<file path="config.mk">
export PLATFORM = sky130hd
export DESIGN_NAME = accu_unit
export DESIGN_NICKNAME = d
export VERILOG_FILES = /design/src/rtl/accu_pkg.sv /design/src/rtl/accu_adder.sv /design/src/rtl/accu_flags.sv /design/src/rtl/accu_unit.sv
export SDC_FILE = /design/constraint.sdc
export NUM_CORES = 1
export LEC_CHECK = 0
export BUFFER_PORTS_ARGS = -buffer_cell sky130_fd_sc_hd__buf_2
export CORE_MARGIN = 5
export CORE_UTILIZATION = 55
export CTS_BUF_LIST = sky130_fd_sc_hd__clkbuf_2
export CTS_CLUSTER_DIAMETER = 50
export DETAILED_ROUTE_END_ITERATION = 7
export PLACE_DENSITY = 0.76
export REMOVE_ABC_BUFFERS = 1
export SETUP_SLACK_MARGIN = 0.05
export SLEW_MARGIN = 20
export SYNTH_ARGS = -nofsm -noshare
export SYNTH_HDL_FRONTEND = slang
export SYNTH_SLANG_ARGS = --single-unit
</file>
<file path="constraint.sdc">
create_clock -name clk -period 4.13 [get_ports clk]
set_input_delay 0.826 -clock clk [delete_from_list [all_inputs] [get_ports clk]]
set_output_delay 0.826 -clock clk [all_outputs]
set_load 0.05 [all_outputs]
</file>
<file path="src/rtl/accu_pkg.sv">
package accu_pkg;
  parameter int ACC_W = 32;

  typedef enum logic [2:0] {
    OP_LOAD = 3'd0,
    OP_ADD  = 3'd1,
    OP_SUB  = 3'd2,
    OP_AND  = 3'd3,
    OP_OR   = 3'd4,
    OP_XOR  = 3'd5,
    OP_NORM = 3'd6,
    OP_HOLD = 3'd7
  } op_t;
endpackage

</file>
<file path="src/rtl/accu_adder.sv">
module accu_adder #(
  parameter int W = accu_pkg::ACC_W
) (
  input  logic [W-1:0] a,
  input  logic [W-1:0] b,
  input  logic         sub,
  output logic [W-1:0] sum,
  output logic         cout,
  output logic         ovf_evt,
  output logic         ovf_pos
);
  typedef struct packed {
    logic [W-1:0] s;
    logic         c;
    logic         v;
  } add_res_t;

  // subtraction is a + ~b + 1; carry out doubles as "no borrow"
  function automatic add_res_t add_core(input logic [W-1:0] x,
                                        input logic [W-1:0] y,
                                        input logic         neg);
    add_res_t     r;
    logic [W-1:0] yy;
    logic [W:0]   ext;
    yy  = neg ? ~y : y;
    ext = {1'b0, x} + {1'b0, yy} + {{W{1'b0}}, neg};
    r.s = ext[W-1:0];
    r.c = ext[W];
    r.v = (x[W-1] == yy[W-1]) && (ext[W-1] != x[W-1]);
    return r;
  endfunction

  add_res_t res;
  always_comb begin
    res     = add_core(a, b, sub);
    sum     = res.s;
    cout    = res.c;
    ovf_evt = res.v;
    ovf_pos = ~a[W-1];
  end
endmodule

</file>
<file path="src/rtl/accu_flags.sv">
module accu_flags (
  input  logic clk,
  input  logic rst_n,
  input  logic upd,
  input  logic is_add,
  input  logic is_sub,
  input  logic is_norm,
  input  logic hi_shift,
  input  logic cout,
  input  logic ovf_evt,
  input  logic norm_bit,
  input  logic sat_set,
  input  logic sat_clr,
  input  logic ovf_clr,
  output logic c_q,
  output logic ov_q,
  output logic ovm_q,
  output logic tc_q
);
  logic arith;
  logic c_nxt;
  assign arith = upd && (is_add || is_sub);

  always_comb begin
    c_nxt = c_q;
    if (arith) begin
      if (!hi_shift)            c_nxt = cout;
      else if (is_add && cout)  c_nxt = 1'b1;
      else if (is_sub && !cout) c_nxt = 1'b0;
    end
  end

  always_ff @(posedge clk or negedge rst_n) begin
    if (!rst_n) begin
      c_q   <= 1'b1;
      ov_q  <= 1'b0;
      ovm_q <= 1'b0;
      tc_q  <= 1'b0;
    end else begin
      c_q <= c_nxt;
      if (arith && ovf_evt) ov_q <= 1'b1;
      else if (ovf_clr)     ov_q <= 1'b0;
      if (sat_clr)      ovm_q <= 1'b0;
      else if (sat_set) ovm_q <= 1'b1;
      if (upd && is_norm) tc_q <= norm_bit;
    end
  end


  ov_sticky_chk: assert property (@(posedge clk) disable iff (!rst_n)
    (ov_q && !ovf_clr) |=> ov_q);

  hs_add_chk: assert property (@(posedge clk) disable iff (!rst_n)
    (arith && is_add && hi_shift && c_q) |=> c_q);

  hs_sub_chk: assert property (@(posedge clk) disable iff (!rst_n)
    (arith && is_sub && hi_shift && !c_q) |=> !c_q);

  mode_clr_chk: assert property (@(posedge clk) disable iff (!rst_n)
    sat_clr |=> !ovm_q);
endmodule

</file>
<file path="src/rtl/accu_unit.sv">
module accu_unit #(
  parameter int W = accu_pkg::ACC_W
) (
  input  logic         clk,
  input  logic         rst_n,
  input  logic         op_valid,
  input  logic [2:0]   op_code,
  input  logic [W-1:0] operand,
  input  logic         hi_shift,
  input  logic         sat_set,
  input  logic         sat_clr,
  input  logic         ovf_clr,
  output logic [W-1:0] acc,
  output logic         carry,
  output logic         ovf,
  output logic         sat_mode,
  output logic         tc
);
  import accu_pkg::*;

  localparam logic [W-1:0] MAX_POS = {1'b0, {(W-1){1'b1}}};
  localparam logic [W-1:0] MAX_NEG = {1'b1, {(W-1){1'b0}}};

  op_t          op;
  logic [W-1:0] acc_q, acc_nxt, sum;
  logic         cout, ovf_evt, ovf_pos;
  logic         is_add, is_sub, is_norm, arith_ovf;

  assign op      = op_t'(op_code);
  assign is_add  = (op == OP_ADD);
  assign is_sub  = (op == OP_SUB);
  assign is_norm = (op == OP_NORM);

  accu_adder #(.W(W)) u_add (
    .a(acc_q), .b(operand), .sub(is_sub),
    .sum(sum), .cout(cout), .ovf_evt(ovf_evt), .ovf_pos(ovf_pos)
  );

  assign arith_ovf = (is_add || is_sub) && ovf_evt;

  always_comb begin
    acc_nxt = acc_q;
    unique case (op)
      OP_LOAD:        acc_nxt = operand;
      OP_ADD, OP_SUB: begin
        if (ovf_evt && sat_mode) acc_nxt = ovf_pos ? MAX_POS : MAX_NEG;
        else                     acc_nxt = sum;
      end
      OP_AND:         acc_nxt = acc_q & operand;
      OP_OR:          acc_nxt = acc_q | operand;
      OP_XOR:         acc_nxt = acc_q ^ operand;
      default:        acc_nxt = acc_q;
    endcase
  end

  always_ff @(posedge clk or negedge rst_n) begin
    if (!rst_n)        acc_q <= '0;
    else if (op_valid) acc_q <= acc_nxt;
  end

  accu_flags u_flg (
    .clk(clk), .rst_n(rst_n), .upd(op_valid),
    .is_add(is_add), .is_sub(is_sub), .is_norm(is_norm),
    .hi_shift(hi_shift), .cout(cout), .ovf_evt(ovf_evt),
    .norm_bit(acc_q[W-1] ^ acc_q[W-2]),
    .sat_set(sat_set), .sat_clr(sat_clr), .ovf_clr(ovf_clr),
    .c_q(carry), .ov_q(ovf), .ovm_q(sat_mode), .tc_q(tc)
  );

  assign acc = acc_q;


  sat_value_chk: assert property (@(posedge clk) disable iff (!rst_n)
    (op_valid && arith_ovf && sat_mode) |=> (acc_q == MAX_POS || acc_q == MAX_NEG));

  ovf_set_chk: assert property (@(posedge clk) disable iff (!rst_n)
    (op_valid && arith_ovf) |=> ovf);

  norm_tc_chk: assert property (@(posedge clk) disable iff (!rst_n)
    (op_valid && is_norm) |=> (tc == ($past(acc_q[W-1]) ^ $past(acc_q[W-2]))) && $stable(acc_q));

  idle_hold_chk: assert property (@(posedge clk) disable iff (!rst_n)
    !op_valid |=> $stable(acc_q) && $stable(tc));
endmodule

</file>
* Yosys cells after proc, flatten, opt, wreduce, memory -nomap -nowiden *
Index checks and enable logic that the tools add are counted.

word-level totals
  output and inout port bits = 36
  bits of input ports = 42
  bits in registers = 36
  logic and storage cells = 48

cells by class
  eq/ne operators = 9
  bitwise logic cells = 5
  $add $sub $neg = 2
  mux-type cells = 11
  reduce and logical (&&, ||, !) cells = 16

operator list
  operator            number
  $pmux 32 s5         1
  $mux 32             3
  $add 32x32->33      1
  $add 33x1->33       1
  $and 32x32->32      1
  $not 32->32         1
  $or 32x32->32       1
  $xor 32x32->32      1
  $eq 3x3->1 const B  3
  $logic_and 1x1->1   7
  $mux 1              7
  $eq 3x2->1 const B  2
  $reduce_bool 5->1   1
  $reduce_and 2->1    2
  $reduce_bool 2->1   2
  $eq 3x1->1 const B  1
  $logic_not 3->1     1
  $ne 3x1->1 const B  1
  $reduce_or 2->1     1
  $eq 1x1->1          1
  $logic_not 1->1     1
  $logic_or 1x1->1    1
  $ne 1x1->1          1
  $xor 1x1->1         1

* Depth between registers and ports, before layout *
  depth after elaboration = 9
  gate-level depth with buffers = 18
  depth with buffers taken out = 13

* Modules after synthesis *
Synthesis repeated with hierarchy kept, for this count alone.

second synthesis, totals
  cell total of the unflattened synthesis = 767
  area, all modules = 5878.1 µm²

modules (own cells, without submodules)
  module      cells each  area an instance (µm²)  instances  seq. area each (µm²)
  accu_unit   473         3714.8                  1          800.8
  accu_adder  277         1984.4                  1          0.0
  accu_flags  17          178.9                   1          101.3

* Worst setup path before layout *
No wires, ideal clock.

  kind = in2reg
  start = input op_code[0]
  end = register acc_q[5] (netlist: acc[5])
  stages on the path = 18
  arrival = 4.329 ns
  data required time = 3.997 ns
  buffers on the path = 6
  path slack = -0.331 ns
  setup time = 0.133 ns
  path through = buf_2 -> nor3b_2 -> buf_4 -> clkbuf_1 -> xnor2_1 -> ha_1 -> clkbuf_2 -> nand4_1 -> nor3_1 -> inv_1 -> a2111o_1 -> and4_4 -> o21ba_2 -> or2_1 -> buf_6 -> buf_6 -> nor3_2 -> o22ai_1

between the ends
  cells in the longest elaborated chain, start to end = 9
  elaborated cells on any way between the ends = 18
  classes of those cells = add/sub: 2; eq/ne: 7; mux: 3; reduce/logical: 6

RTL lines
  element               line                              RTL
  start, declared       accu_unit.sv:7                    input logic [2:0] op_code,
  $eq 3x2->1            accu_unit.sv:31, accu_unit.sv:43
  $mux 32               accu_adder.sv:25                  yy = neg ? ~y : y;
  $add 32x32->33        accu_adder.sv:26                  ext = {1'b0, x} + {1'b0, yy} + {{W{1'b0}}, neg};
  $add 33x1->33         accu_adder.sv:26
  $ne 1x1->1            accu_adder.sv:29                  r.v = (x[W-1] == yy[W-1]) && (ext[W-1] != x[W-1]);
  $logic_and 1x1->1     accu_adder.sv:29
  $logic_and 1x1->1     accu_unit.sv:46                   if (ovf_evt && sat_mode) acc_nxt = ovf_pos ? MAX_POS : MAX_NEG;
  $mux 32               accu_unit.sv:46
  $pmux 32 s5           accu_unit.sv:43                   unique case (op)
  end signal, assigned  accu_unit.sv:58                   else if (op_valid) acc_q <= acc_nxt;
  end, declared         accu_unit.sv:25                   logic [W-1:0] acc_q, acc_nxt, sum;

Several ways; a longest one is shown, not always the timed one.
A chain may end at the register's enable or synchronous reset.

* Final worst setup path *
  start = input op_code[0]
  end = register acc_q[16] (netlist: acc[16])

Same word-level chain as after synthesis.

==> results_dict.tcl <==
set metrics [dict create \
    hold_violations 0 \
    drt-met1-wl_mm 7.67 \
    seq_area_frac_synth_pct 15.6 \
    rows 37 \
    required_ns 4.45 \
    wl_per_cell_um 18.4 \
    wirelength_mm 17.7 \
    num_io_pins 78 \
    maxCapViolCount 0 \
    cp-start-kind "input pin" \
    wl_met2_mm 8.45 \
    cts_resized 0 \
    track_usage_pct 27.6 \
    grt_overflow_total 0 \
    clockBufferDepth 2 \
    path_max_fanout 17 \
    finalPower_mw 3.30 \
    leakagePower_nw 3.22 \
    grt_max_degree 69 \
    power_density_nw_per_um2 491 \
    hold_path_class "input pin to flip-flop" \
    rsz0062_at_grt "false" \
    pre_cts_ws_ns -0.109 \
    timing.final.crit_period_ns 3.80 \
    timing_worst_setup_path_type "input pin to flip-flop" \
    synth_cell_types 63 \
    drive_gt1_share_pct 22.0 \
    arrival_ns 4.12 \
    setup_tns_ns 0 \
    async_reset_ff_share_pct 100 \
    synth_area_per_cell_um2 7.98 \
    min_period_over_period_pct 91.9 \
    antenna_found_initial 0 \
    vias_per_cell 6.41 \
    postCtsSetupBuffers 0 \
    final_cell_mix "96 x ha_1, 77 x buf_2, 76 x inv_1" \
    cts_tree "built" \
    skew_ns 0.00809 \
    grt_pass1_vias 6296 \
    area_growth_pct 16.1 \
    clk-insertion-delay-late_ns 0.42 \
    core_area_um2 10300 \
    start_util_pct 56.3 \
    dieWidth_um 113 \
    diodes 0 \
    routabilityCongestion 0.959 \
    fmax_mhz 263 \
    dr_wl_met3_mm 1.20 \
    dr.pass1.iters 7 \
    drc 0 \
    netlist_area_um2 5790 \
    tightest_slew_ns 1.06 \
    num_vias 6179 \
    grt_pass1_wl_mm 29.8 \
    clk_pin_slew_ns 0.23 \
    die_area_um2 12700 \
    ant_nets 0 \
    fillerInstances 926 \
    relSlewSlack_pct 29.2 \
    stdcell_area_um2 6720 \
    ys_warn_count 0 \
    cts_root_buf "clkbuf_2" \
    placed_area_um2 6680 \
    port_buffers 77 \
    end_kind "flip-flop" \
    vdd_drop_max_uv 318 \
    status "finished, final reports clean" \
    die-height_um 113 \
    maxSlewViolCount 0 \
    finalSetupViolations 0 \
    layout.nets 966 \
    drtIter0Drc 523 \
    synth_cells 726 \
    synth-edff-count 0 \
    ys_seq_elements 36 \
    holdBufCountCts 0 \
    top_layer_used "met4" \
    synth_top_flop_cell "dfrtp_1" \
    layout_setup_ws_ns 0.335 \
    cts_sinks 36 \
    numCtsBuffers 5 \
    dp_hpwl_mm 13.1 \
    holdWs_ns 0.510 \
    final_common_cell "ha_1" \
    cts_max_level 2 \
]
worst paths after layout:
kind                            start           to  slack [ns]  depth (start not counted)
max                        op_code[0]      acc[16]        0.33                         15
min reg2reg                u_flg.ov_q   u_flg.ov_q        0.53                          2
max in group asynchronous       rst_n      acc[16]        3.01                          1
max reg2reg                    acc[8]      acc[16]        0.90                         11
min in group asynchronous       rst_n       acc[6]        0.52                          1
min                           sat_clr  u_flg.ovm_q        0.51                          2
worst max-delay path, cell delays in order:
cell	delay (ns)
buf_2	0.12
nor3b_4	0.25
buf_12	0.20
xnor2_1	0.08
ha_1	0.32
o211ai_1	0.15
nor3_1	0.28
nand2_1	0.11
a2111o_1	0.40
and4_4	0.22
o21ba_2	0.22
or2_1	0.36
buf_4	0.25
nor3b_1	0.21
o22ai_1	0.11
sequential cells by signal, indices dropped and copies added, names as in the netlist:
| name | flops |
|---|---|
| u_flg.ov_q | 1 |
| u_flg.tc_q | 1 |
| u_flg.c_q | 1 |
| u_flg.ovm_q | 1 |
| acc | 32 |
where the power goes:
group          total [mW]  switching (mW)  leakage, nW  internal, mW
combinational        2.52            1.50         2.75          1.02
clock               0.187           0.149       0.0302        0.0380
sequential          0.595           0.144        0.444         0.451
total                3.30            1.79         3.22          1.51
synthesized netlist by cell type (15+ instances only):
master / count / share of area, %
nor3_2: 17 / 2.9
o22ai_1: 20 / 2.2
a22o_1: 28 / 4.2
xnor2_1: 48 / 7.3
clkbuf_1: 37 / 2.4
nand2_1: 54 / 3.5
nor3_1: 15 / 1.3
a221o_1: 20 / 3.5
o21ai_0: 26 / 2.2
a21oi_1: 46 / 4.0
dfrtp_1: 35 / 15
nor2_1: 28 / 1.8
ha_1: 96 / 21
o221ai_1: 22 / 3.3
inv_1: 76 / 4.9
layer usage:
layer  up-vias  GRT usage [%]
met5         -              0
met4         0           10.6
met3        51           3.99
met2       287           46.4
met1      2973           35.8
li1       2868              -
cell type report:
type / instances / area, um^2 / share of cell area, %
Clock buffer: 5 / 25.0 / 0.372
Inverter: 76 / 285 / 4.25
Multi-Input combinational cell: 563 / 4390 / 65.3
Clock inverter: 3 / 13.8 / 0.205
Sequential cell: 36 / 902 / 13.4
Timing Repair Buffer: 145 / 933 / 13.9
Tap cell: 136 / 170 / 2.53
cell families (layout without fill, tap and decap cells):
| kind of cell | count (synthesis) | in the layout | synth area share [%] |
|---|---|---|---|
| AND/OR/NAND/NOR | 160 | 160 | 14.9 |
| adder cells (fa/ha/maj) | 97 | 97 | 21.1 |
| buffers and inverters | 127 | 229 | 8.86 |
| multiplexers | 1 | 1 | 0.173 |
| XOR/XNOR | 58 | 58 | 8.77 |
| flip-flops | 36 | 36 | 15.6 |
| AO/OA/AOI/OAI | 247 | 247 | 30.6 |
stage by stage:
step	instances	utilization, %
CTS	964	65.4
detailed placement	956	65.0
finish	964	65.4
floorplan	675	-
global route	964	65.4
global placement	956	65.0
Power figures use the tool's default switching activity.
